### config.mk
export PLATFORM = sky130hd
export DESIGN_NAME = sbox_shared
export DESIGN_NICKNAME = d
export VERILOG_FILES = /design/src/rtl/sbox_shared.sv
export SDC_FILE = /design/constraint.sdc
export NUM_CORES = 1
export LEC_CHECK = 0
export ABC_AREA = 1
export ABC_CLOCK_PERIOD_IN_PS = 17700
export BUFFER_PORTS_ARGS = -buffer_cell sky130_fd_sc_hd__buf_2
export CAP_MARGIN = 20
export CORE_ASPECT_RATIO = 1.5
export CORE_UTILIZATION = 50
export DETAILED_ROUTE_END_ITERATION = 12
export PLACE_DENSITY = 0.65
export SYNTH_ARGS = -nofsm -noshare
export SYNTH_HDL_FRONTEND = slang
export SYNTH_SLANG_ARGS = --single-unit
### constraint.sdc
create_clock -name vclk -period 17.7
set_input_delay 3.54 -clock vclk [all_inputs]
set_output_delay 3.54 -clock vclk [all_outputs]
set_load 0.01 [all_outputs]
### src/rtl/sbox_shared.sv
module sbox_shared (
  input  logic [7:0] data_in,
  input  logic       inv_sel,
  output logic [7:0] data_out
);

  function automatic logic [3:0] nib_mul(input logic [3:0] a, input logic [3:0] b);
    logic [3:0] p, t;
    p = 4'h0;
    t = a;
    for (int i = 0; i < 4; i++) begin
      if (b[i]) p = p ^ t;
      t = t[3] ? ({t[2:0], 1'b0} ^ 4'h3) : {t[2:0], 1'b0};
    end
    return p;
  endfunction

  function automatic logic [3:0] nib_sq(input logic [3:0] a);
    return nib_mul(a, a);
  endfunction

  function automatic logic [3:0] nib_inv(input logic [3:0] a);
    logic [3:0] a2, a4, a8;
    a2 = nib_sq(a);
    a4 = nib_sq(a2);
    a8 = nib_sq(a4);
    return nib_mul(nib_mul(a2, a4), a8);
  endfunction

  function automatic logic [3:0] pick_lambda();
    for (int k = 1; k < 16; k++) begin
      logic ok;
      ok = 1'b1;
      for (int t = 0; t < 16; t++)
        if ((nib_sq(4'(t)) ^ 4'(t) ^ 4'(k)) == 4'h0) ok = 1'b0;
      if (ok) return 4'(k);
    end
    return 4'h0;
  endfunction

  function automatic logic [7:0] cf_mul(input logic [7:0] a, input logic [7:0] b,
                                        input logic [3:0] lam);
    logic [3:0] hh;
    hh = nib_mul(a[7:4], b[7:4]);
    return {hh ^ nib_mul(a[7:4], b[3:0]) ^ nib_mul(a[3:0], b[7:4]),
            nib_mul(hh, lam) ^ nib_mul(a[3:0], b[3:0])};
  endfunction

  function automatic logic [7:0] find_root(input logic [3:0] lam);
    for (int c = 2; c < 256; c++) begin
      logic [7:0] pw, acc;
      pw  = 8'h01;
      acc = 8'h00;
      for (int i = 0; i < 9; i++) begin
        if (i == 0 || i == 1 || i == 3 || i == 4 || i == 8) acc = acc ^ pw;
        pw = cf_mul(pw, 8'(c), lam);
      end
      if (acc == 8'h00) return 8'(c);
    end
    return 8'h00;
  endfunction

  function automatic logic [7:0] mat_apply(input logic [63:0] m, input logic [7:0] v);
    logic [7:0] acc;
    acc = 8'h00;
    for (int i = 0; i < 8; i++)
      if (v[i]) acc = acc ^ m[i*8 +: 8];
    return acc;
  endfunction

  function automatic logic [63:0] build_iso(input logic [3:0] lam);
    logic [63:0] m;
    logic [7:0]  r, pw;
    r  = find_root(lam);
    pw = 8'h01;
    m  = 64'h0;
    for (int i = 0; i < 8; i++) begin
      m[i*8 +: 8] = pw;
      pw = cf_mul(pw, r, lam);
    end
    return m;
  endfunction

  function automatic logic [63:0] build_inv(input logic [63:0] m);
    logic [63:0] r;
    r = 64'h0;
    for (int j = 0; j < 8; j++)
      for (int a = 0; a < 256; a++)
        if (mat_apply(m, 8'(a)) == (8'h01 << j)) r[j*8 +: 8] = 8'(a);
    return r;
  endfunction

  function automatic logic [7:0] fwd_affine(input logic [7:0] b);
    logic [7:0] o;
    for (int i = 0; i < 8; i++)
      o[i] = b[i] ^ b[(i+4)%8] ^ b[(i+5)%8] ^ b[(i+6)%8] ^ b[(i+7)%8];
    return o ^ 8'h63;
  endfunction

  function automatic logic [7:0] inv_affine(input logic [7:0] b);
    logic [7:0] y, o;
    y = b ^ 8'h63;
    for (int i = 0; i < 8; i++)
      o[i] = y[(i+2)%8] ^ y[(i+5)%8] ^ y[(i+7)%8];
    return o;
  endfunction

  localparam logic [3:0]  LAM     = pick_lambda();
  localparam logic [63:0] ISO     = build_iso(LAM);
  localparam logic [63:0] ISO_INV = build_inv(ISO);

  logic [7:0] pre, iso_v, cf_out, back;
  logic [3:0] hi, lo, delta, delta_inv;

  assign pre   = inv_sel ? inv_affine(data_in) : data_in;
  assign iso_v = mat_apply(ISO, pre);
  assign hi    = iso_v[7:4];
  assign lo    = iso_v[3:0];

  assign delta     = nib_mul(nib_sq(hi), LAM) ^ nib_mul(hi, lo) ^ nib_sq(lo);
  assign delta_inv = nib_inv(delta);

  assign cf_out = {nib_mul(hi, delta_inv), nib_mul(hi ^ lo, delta_inv)};
  assign back   = mat_apply(ISO_INV, cf_out);

  assign data_out = inv_sel ? back : fwd_affine(back);

  always_comb begin
    a_r7_core_product: assert (iso_v == 8'h00 || cf_mul(iso_v, cf_out, LAM) == 8'h01)
      else $error("composite inverse product not one");
    a_r4_zero_to_zero: assert (iso_v != 8'h00 || cf_out == 8'h00)
      else $error("inversion of zero not zero");
    a_r4_fwd_zero: assert (inv_sel || data_in != 8'h00 || data_out == 8'h63)
      else $error("forward 00 not 63");
    a_r5_inv_63: assert (!inv_sel || data_in != 8'h63 || data_out == 8'h00)
      else $error("inverse 63 not 00");
    a_r1_iso_roundtrip: assert (mat_apply(ISO_INV, iso_v) == pre)
      else $error("basis change not invertible");
  end

endmodule

# Yosys cells after proc, flatten, opt, wreduce, memory -nomap -nowiden
# Cells that the tools add are included.
[word_totals]
ff_bits = 0
output_inout_bits = 8
[op_classes]
bitwise_logic = 117
n_mux = 82
[op_table]
columns = ["op", "count"]
rows = [
  ["2-to-1 mux 4 bit", 40],
  ["XOR 4 bit", 33],
  ["2-to-1 mux 8 bit", 8],
  ["2-to-1 mux 2 bit", 25],
  ["NOT 2 bit", 25],
  ["XOR 1 bit", 44],
  ["2-to-1 mux 7 bit", 4],
  ["2-to-1 mux 6 bit", 3],
  ["NOT 4 bit", 4],
  ["NOT 3 bit", 4],
  ["NOT 6 bit", 1],
  ["NOT 4 -> 5 bit", 1],
  ["NOT 5 bit", 1],
  ["NOT 1 -> 4 bit (first input constant)", 1],
  ["NOT 2 -> 3 bit", 1],
  ["2-to-1 mux 1 bit", 2],
  ["NOT 1 bit", 1],
  ["NOT 1 bit (first input constant)", 1],
]

# Depth between registers and ports, before layout
# Gate-level depths: netlist of the first run.
[depth]
depth_word = 91
ltp_mapped = 59
depth_no_buf = 57

# Worst setup path after synthesis of the first run
# OpenSTA, ideal clock, no wires.
[synth_path]
kind = "input -> output"
startpoint = "input inv_sel"
endpoint = "output data_out[5]"
setup_slack_ns = 5.443
arrival_ns = 8.717
path_buffers = 4
stages = 53
t_required_ns = 14.160
path_cell_list = "buf_2 -> inv_2 -> buf_4 -> nand2_1 -> nand2_1 -> nand2_1 -> nand2_4 -> nand2_1 -> nand2_1 -> ha_1 -> clkbuf_1 -> inv_1 -> nor2_1 -> xor2_1 -> inv_1 -> nand2_1 -> nand2_1 -> inv_1 -> (+17 left out) -> buf_4 -> nand3_1 -> nand2_1 -> nand2_1 -> nand2_1 -> inv_1 -> nand2_2 -> nand2_4 -> inv_4 -> nand2_2 -> nand2_2 -> nand2_2 -> nand2_4 -> inv_2 -> nand2_1 -> nand3_1 -> nand3_1 -> nand2_1"
[synth_between]
elab_chain_len = 69
word_cells_on_any_way = 153
cone_classes = "mux: 81; bitwise: 72"
[synth_rtl]
columns = ["item", "line_no", "rtl"]
rows = [
  ["start, declared", "3", "input logic inv_sel,"],
  ["2-to-1 mux 8 bit", "115", "assign pre = inv_sel ? inv_affine(data_in) : data_in;"],
  ["2-to-1 mux 6 bit", "67", "if (v[i]) acc = acc ^ m[i*8 +: 8];"],
  ["2-to-1 mux 7 bit (2 in a row)", "67", ""],
  ["NOT 4 bit (no line)", "n/a", ""],
  ["2-to-1 mux 6 bit", "67", ""],
  ["2-to-1 mux 8 bit", "67", ""],
  ["NOT 3 bit (no line)", "n/a", ""],
  ["2-to-1 mux 6 bit", "67", ""],
  ["(+48 left out)", "n/a", ""],
  ["2-to-1 mux 7 bit", "67", ""],
  ["NOT 3 bit (no line)", "n/a", ""],
  ["2-to-1 mux 8 bit", "67", ""],
  ["NOT 4 bit (no line)", "n/a", ""],
  ["2-to-1 mux 8 bit (2 in a row)", "67", ""],
  ["XOR 1 bit (4 in a row)", "96", "o[i] = b[i] ^ b[(i+4)%8] ^ b[(i+5)%8] ^ b[(i+6)%8] ^ b[(i+7)%8];"],
  ["NOT 4 bit (no line)", "n/a", ""],
  ["2-to-1 mux 8 bit *", "126", "assign data_out = inv_sel ? back : fwd_affine(back);"],
  ["end, declared", "4", "output logic [7:0] data_out"],
]
# Mark *: on every way between the ends. The rest lies on a longest branch, timed or not.

# Worst setup path in the final report of the first run
[layout_path]
startpoint = "input inv_sel"
endpoint = "output data_out[2]"
[layout_between]
elab_chain_len = 70
word_cells_on_any_way = 154
cone_classes = "mux: 82; bitwise: 72"
[layout_rtl]
columns = ["item", "line_no"]
rows = [
  ["2-to-1 mux 8 bit", "115"],
  ["2-to-1 mux 6 bit", "67"],
  ["2-to-1 mux 7 bit (2 in a row)", "67"],
  ["NOT 4 bit (no line)", "n/a"],
  ["2-to-1 mux 6 bit", "67"],
  ["2-to-1 mux 8 bit", "67"],
  ["NOT 3 bit (no line)", "n/a"],
  ["2-to-1 mux 6 bit", "67"],
  ["(+49 left out)", "n/a"],
  ["2-to-1 mux 8 bit", "67"],
  ["NOT 2 bit (no line)", "n/a"],
  ["2-to-1 mux 7 bit", "67"],
  ["2-to-1 mux 8 bit (2 in a row)", "67"],
  ["NOT 6 bit (no line)", "n/a"],
  ["2-to-1 mux 8 bit", "67"],
  ["XOR 1 bit (4 in a row)", "96"],
  ["2-to-1 mux 8 bit *", "126"],
]
# Marks and branches as above.

==> run_results.csv, run 1 <==
group,metric,value,unit
status,run_status,"completed",
routing,wl_per_cell,11.26,um
routing,drt-initial-drc-count,245,
grt,number_of_global_route_vias_before_repair,3818,
grt,number_of_antenna_violations_at_the_first_check_in_global_routing,0,
timing,slew_headroom,64.03,%
timing,rsz0062_at_grt,"no",
timing,hold_viol,0,
routing,via_per_inst,5.214,
final_layout,mostFrequentLayoutCell,"nand2_1",
final_layout,n_antenna_cell,0,
critical_path,critical_path_at,10.06,ns
grt,wire_length_of_the_first_global_routing_pass,16100,um
timing,fin_setup_tns,0,ns
clock_network,hold_buffers,0,
final_layout,area_growth,2.717,%
final_layout,numSequentialCells,0,
min_path,worstHoldPathType,"in2out",
placed_design,dpl.hpwl,7802,um
floorplan,die_x,71.65,um
timing,period_needed,13.60,ns
final_layout,seqCellArea,0,um^2
critical_path,most_common_cell_type_on_the_critical_path,"nand2_1",
logic_synthesis,post_synth_instance_area,3638,um^2
critical_path,cp_max_fo,25,
logic_synthesis,total_of_warnings_raised_by_yosys,0,
critical_path,timing.setup.critical_path_class,"in2out",
critical_path,cpMaxStageDelayCell,"ha_1",
routing,route.antenna.remaining_nets,0,
floorplan,num_io_pins,17,
logic_synthesis,postSynthNetCount,740,
placed_design,placedCellCount,812,
timing,drv_slew,0,
grt,gr-total-overflow,0,
routing,route.vias.total,4234,
timing,worst_hold_slack,7.667,ns
critical_path,required,14.16,ns
final_layout,count_of_filler_cells_inserted_in_the_layout,799,
final_layout,drive_gt1_share,22.48,%
routing,firstDrtPassIters,4,
logic_synthesis,synth_seq_area_share,0,%
clock_network,post-cts-setup-buffers,0,
logic_synthesis,syn-instance-count,727,
flow_run,maximum_capacitance_violations,0,
final_layout,final_cell_mix,"nand2_1, nand3_1, nand2_2, inv_1, inv_2",
logic_synthesis,synth_area_per_cell,5.005,um^2
critical_path,critical_path_s_largest_stage_delay,0.55,ns
routing,final_routed_drc_violation_total,0,
timing,post-route-period-util,76.83,%
timing,setup_viol,0,
placed_design,number_of_buffers_added_on_ports,17,
final_layout,final_core_util,53.82,%
clock_network,post_cts_resized,0,
critical_path,timing.critical_path.from_type,"input port",
timing,maxClockFrequency,73.53,MHz
floorplan,floorplan.initialDensity,52.40,%
grt,grt_util_all_layers,24.93,%
grt,grt_max_degree,26,
floorplan,placeableCoreArea,6944,um^2
critical_path,critPathCaptureType,"output pin",
floorplan,row_count,37,
floorplan,die_area,7629,um^2
final_layout,instances_no_fill,812,
final_layout,design.final.nets,749,
placed_design,gp_routability_congestion,0.9233,
logic_synthesis,synth.distinct_cells,34,
final_layout,area_of_the_multi_input_gates,3214,um^2
floorplan,die_boundary_height,106.5,um
routing,detail_route.wirelength,9146,um
final_layout,number_of_clock_buffer_instances_in_the_layout,0,
timing,worst_slew_pin_slew,0.5375,ns
[metrics by stage]
stage | instance area (um^2) | worst slack [ns]
after floorplan | 3638 | 5.443
after global placement | 3737 | 4.314
after detailed placement | 3737 | 4.160
after CTS | 3737 | 4.139
after global routing | 3737 | 3.310
final | 3737 | 4.101
[worst paths after layout]
kind | startpoint | to | slack (ns) | cells after the start
setup / recovery | inv_sel | data_out[2] | 4.10 | 46
hold / removal | inv_sel | data_out[4] | 7.67 | 4
[area by class of cell]
type	count	share of cell area [%]
inverters	89	9.106
multi-input cells	628	86.01
well taps	78	2.611
repair buffers	17	2.277
[synth_stat cells]
master	count	area, um^2
a21oi_1	2	10.01
a21oi_4	1	16.27
buf_2	1	5.000
buf_4	4	30.03
buf_6	4	45.04
clkbuf_1	1	3.750
clkinv_1	1	3.750
clkinv_2	1	5.000
ha_1	4	50.05
inv_1	62	232.7
inv_2	23	86.33
inv_4	2	12.51
nand2_1	330	1239
nand2_2	71	444.2
nand2_4	21	236.5
nand3_1	112	560.5
nand3_2	13	130.1
nand3_4	1	17.52
nand3b_1	7	52.55
nand3b_2	1	11.26
nand4_1	5	31.28
nor2_1	20	75.07
nor2_2	4	25.02
o211ai_1	3	22.52
o21ai_0	2	10.01
o21ai_1	7	35.03
o21ai_2	2	17.52
o21ai_4	2	32.53
or2_1	1	6.260
or2_2	2	12.51
xnor2_1	5	43.79
xnor2_2	2	32.53
xor2_1	8	70.07
xor2_2	2	32.53
[kinds of logic (layout without fill, tap and decap cells)]
| kind of cell | count (synthesis) | after routing | synth area share [%] |
|---|---|---|---|
| buffers and inverters | 99 | 106 | 11.66 |
| AND/OR/NAND/NOR | 588 | 588 | 78.10 |
| adder cells (fa/ha/maj) | 4 | 4 | 1.376 |
| XOR/XNOR | 17 | 17 | 4.917 |
| AO/OA/AOI/OAI | 19 | 19 | 3.955 |
[critical path, delay by kind of cell]
family / cells / cell delay, ns
AND/OR/NAND/NOR: 31 / 3.31
buffers and inverters: 7 / 1.18
adder cells (fa/ha/maj): 2 / 0.89
XOR/XNOR: 4 / 0.84
AO/OA/AOI/OAI: 2 / 0.27
[metal layers]
metal	up-vias	routed length (um)	share of wire, %	track usage [%]
met4	0	55	0.60	4.062
met3	6	244	2.7	0.3791
met5	-	0	0	0
met2	75	5017	55	50.00
met1	1869	3828	42	28.90
li1	2284	-	-	-
Power of run 1 is left out: the tool's default activity adds up to more than one toggle a clock period on the data nets, which glitch-free logic cannot reach.
==> inputs of run 2 (changes only) <==
Settings changed: ABC_CLOCK_PERIOD_IN_PS 17700 to 11000, PLACE_DENSITY 0.65 to 0.68.
Clock period 17.7 ns to 11 ns, I/O delays scaled along.
==> run 2 against run 1 <==
Against the previous run:
- first-iteration DRC count down 1.2%
- worst hold slack got worse by 2.7 ns
- via count up 2.0%
- sequential share of layout area did not move
- global-route usage rose by 0.13 points
- setup slack got worse by 3.4 ns
- final cell count rose by 0.12%
- die area did not move
- count of clock-buffer cells in the layout unchanged
- highest routed layer unchanged
==> run_results.csv, run 2 (same netlist as run 1, synthesis figures left out) <==
group,metric,value,unit
status,run_status,"completed",
final_layout,area_of_the_multi_input_gates,3237,um^2
timing,slew_headroom,68.92,%
final_layout,final_core_util,54.34,%
final_layout,design.final.nets,750,
routing,firstDrtPassIters,7,
final_layout,drive_gt1_share,22.99,%
critical_path,most_common_cell_type_on_the_critical_path,"nand2_1",
routing,route.met3.wl,191,um
grt,grt_util_all_layers,25.05,%
final_layout,count_of_filler_cells_inserted_in_the_layout,766,
critical_path,cpMaxStageDelayCell,"ha_4",
critical_path,required,8.80,ns
floorplan,die_area,7629,um^2
timing,rsz0062_at_grt,"no",
timing,hold_viol,0,
grt,grt_max_degree,22,
routing,top_signal_layer_used,"met4",
final_layout,final_cell_mix,"nand2_1, nand3_1, nand2_2, inv_1, inv_2",
grt,number_of_global_route_vias_before_repair,3972,
placed_design,gp_routability_congestion,0.8930,
placed_design,dpl.hpwl,7809,um
critical_path,timing.critical_path.from,"data_in[1]",
routing,via_per_inst,5.312,
floorplan,die_x,71.65,um
floorplan,num_io_pins,17,
grt,wire_length_of_the_first_global_routing_pass,16250,um
floorplan,die_boundary_height,106.5,um
min_path,worstHoldPathType,"in2out",
grt,gr-total-overflow,0,
routing,wl_per_cell,11.45,um
critical_path,cp_max_fo,11,
placed_design,place_ws,0.4429,ns
clock_network,hold_buffers,0,
min_path,timing.hold.worst.start,"inv_sel",
routing,route.vias.total,4319,
timing,drv_slew,0,
timing,post-route-period-util,93.32,%
routing,detail_route.wirelength,9307,um
flow_run,maximum_capacitance_violations,0,
grt,number_of_antenna_violations_at_the_first_check_in_global_routing,0,
routing,met1_length,3960,um
final_layout,mostFrequentLayoutCell,"nand2_1",
clock_network,post_cts_resized,0,
placed_design,number_of_buffers_added_on_ports,17,
clock_network,post-cts-setup-buffers,0,
timing,maxClockFrequency,97.42,MHz
final_layout,seqCellArea,0,um^2
floorplan,floorplan.initialDensity,52.40,%
timing,period_needed,10.27,ns
routing,final_routed_drc_violation_total,0,
final_layout,numSequentialCells,0,
timing,worst_slew_pin_slew,0.4644,ns
critical_path,critPathCaptureType,"output pin",
final_layout,area_growth,3.714,%
final_layout,number_of_clock_buffer_instances_in_the_layout,0,
floorplan,placeableCoreArea,6944,um^2
timing,setup_viol,0,
timing,fin_setup_tns,0,ns
routing,route.antenna.remaining_nets,0,
critical_path,timing.setup.critical_path_class,"in2out",
critical_path,critical_path_at,8.07,ns
routing,drt-initial-drc-count,242,
routing,route.met2.wl,4946,um
floorplan,row_count,37,
timing,post-route-worst-setup-slack,0.7348,ns
final_layout,n_antenna_cell,0,
critical_path,critical_path_s_largest_stage_delay,0.40,ns
critical_path,timing.critical_path.from_type,"input port",
==> run 2: layer usage <==
layer,vias up,track usage (%)
li1,2282,-
met1,1934,28.70
met2,83,48.92
met3,20,0.5687
met4,0,7.423
met5,-,0
==> run 2: per-stage QoR <==
step	hold WS, ns	cell area, um^2	instances
finish	4.973	3774	813
global route	5.006	3774	813
CTS	5.026	3745	813
detailed placement	5.024	3745	813
global placement	5.012	3745	813
floorplan	4.984	3638	727
==> run 2: worst paths after layout <==
check                 slack, ns          end  depth (start not counted)
worst min-delay path       4.97  data_out[0]                          5
worst max-delay path       0.73  data_out[2]                         56
==> run 2: worst max-delay path, delay by kind of cell <==
| family | cells | cell delay, ns |
|---|---|---|
| AO/OA/AOI/OAI | 2 | 0.27 |
| AND/OR/NAND/NOR | 40 | 3.69 |
| buffers and inverters | 10 | 0.83 |
| XOR/XNOR | 2 | 0.32 |
| adder cells (fa/ha/maj) | 2 | 0.74 |
==> run 2: cell type report <==
class / count / share of cell area, %
multi-input cells: 628 / 85.78
well taps: 78 / 2.586
inverters: 89 / 9.085
repair buffers: 18 / 2.553
Power of run 2 is left out for the same reason.
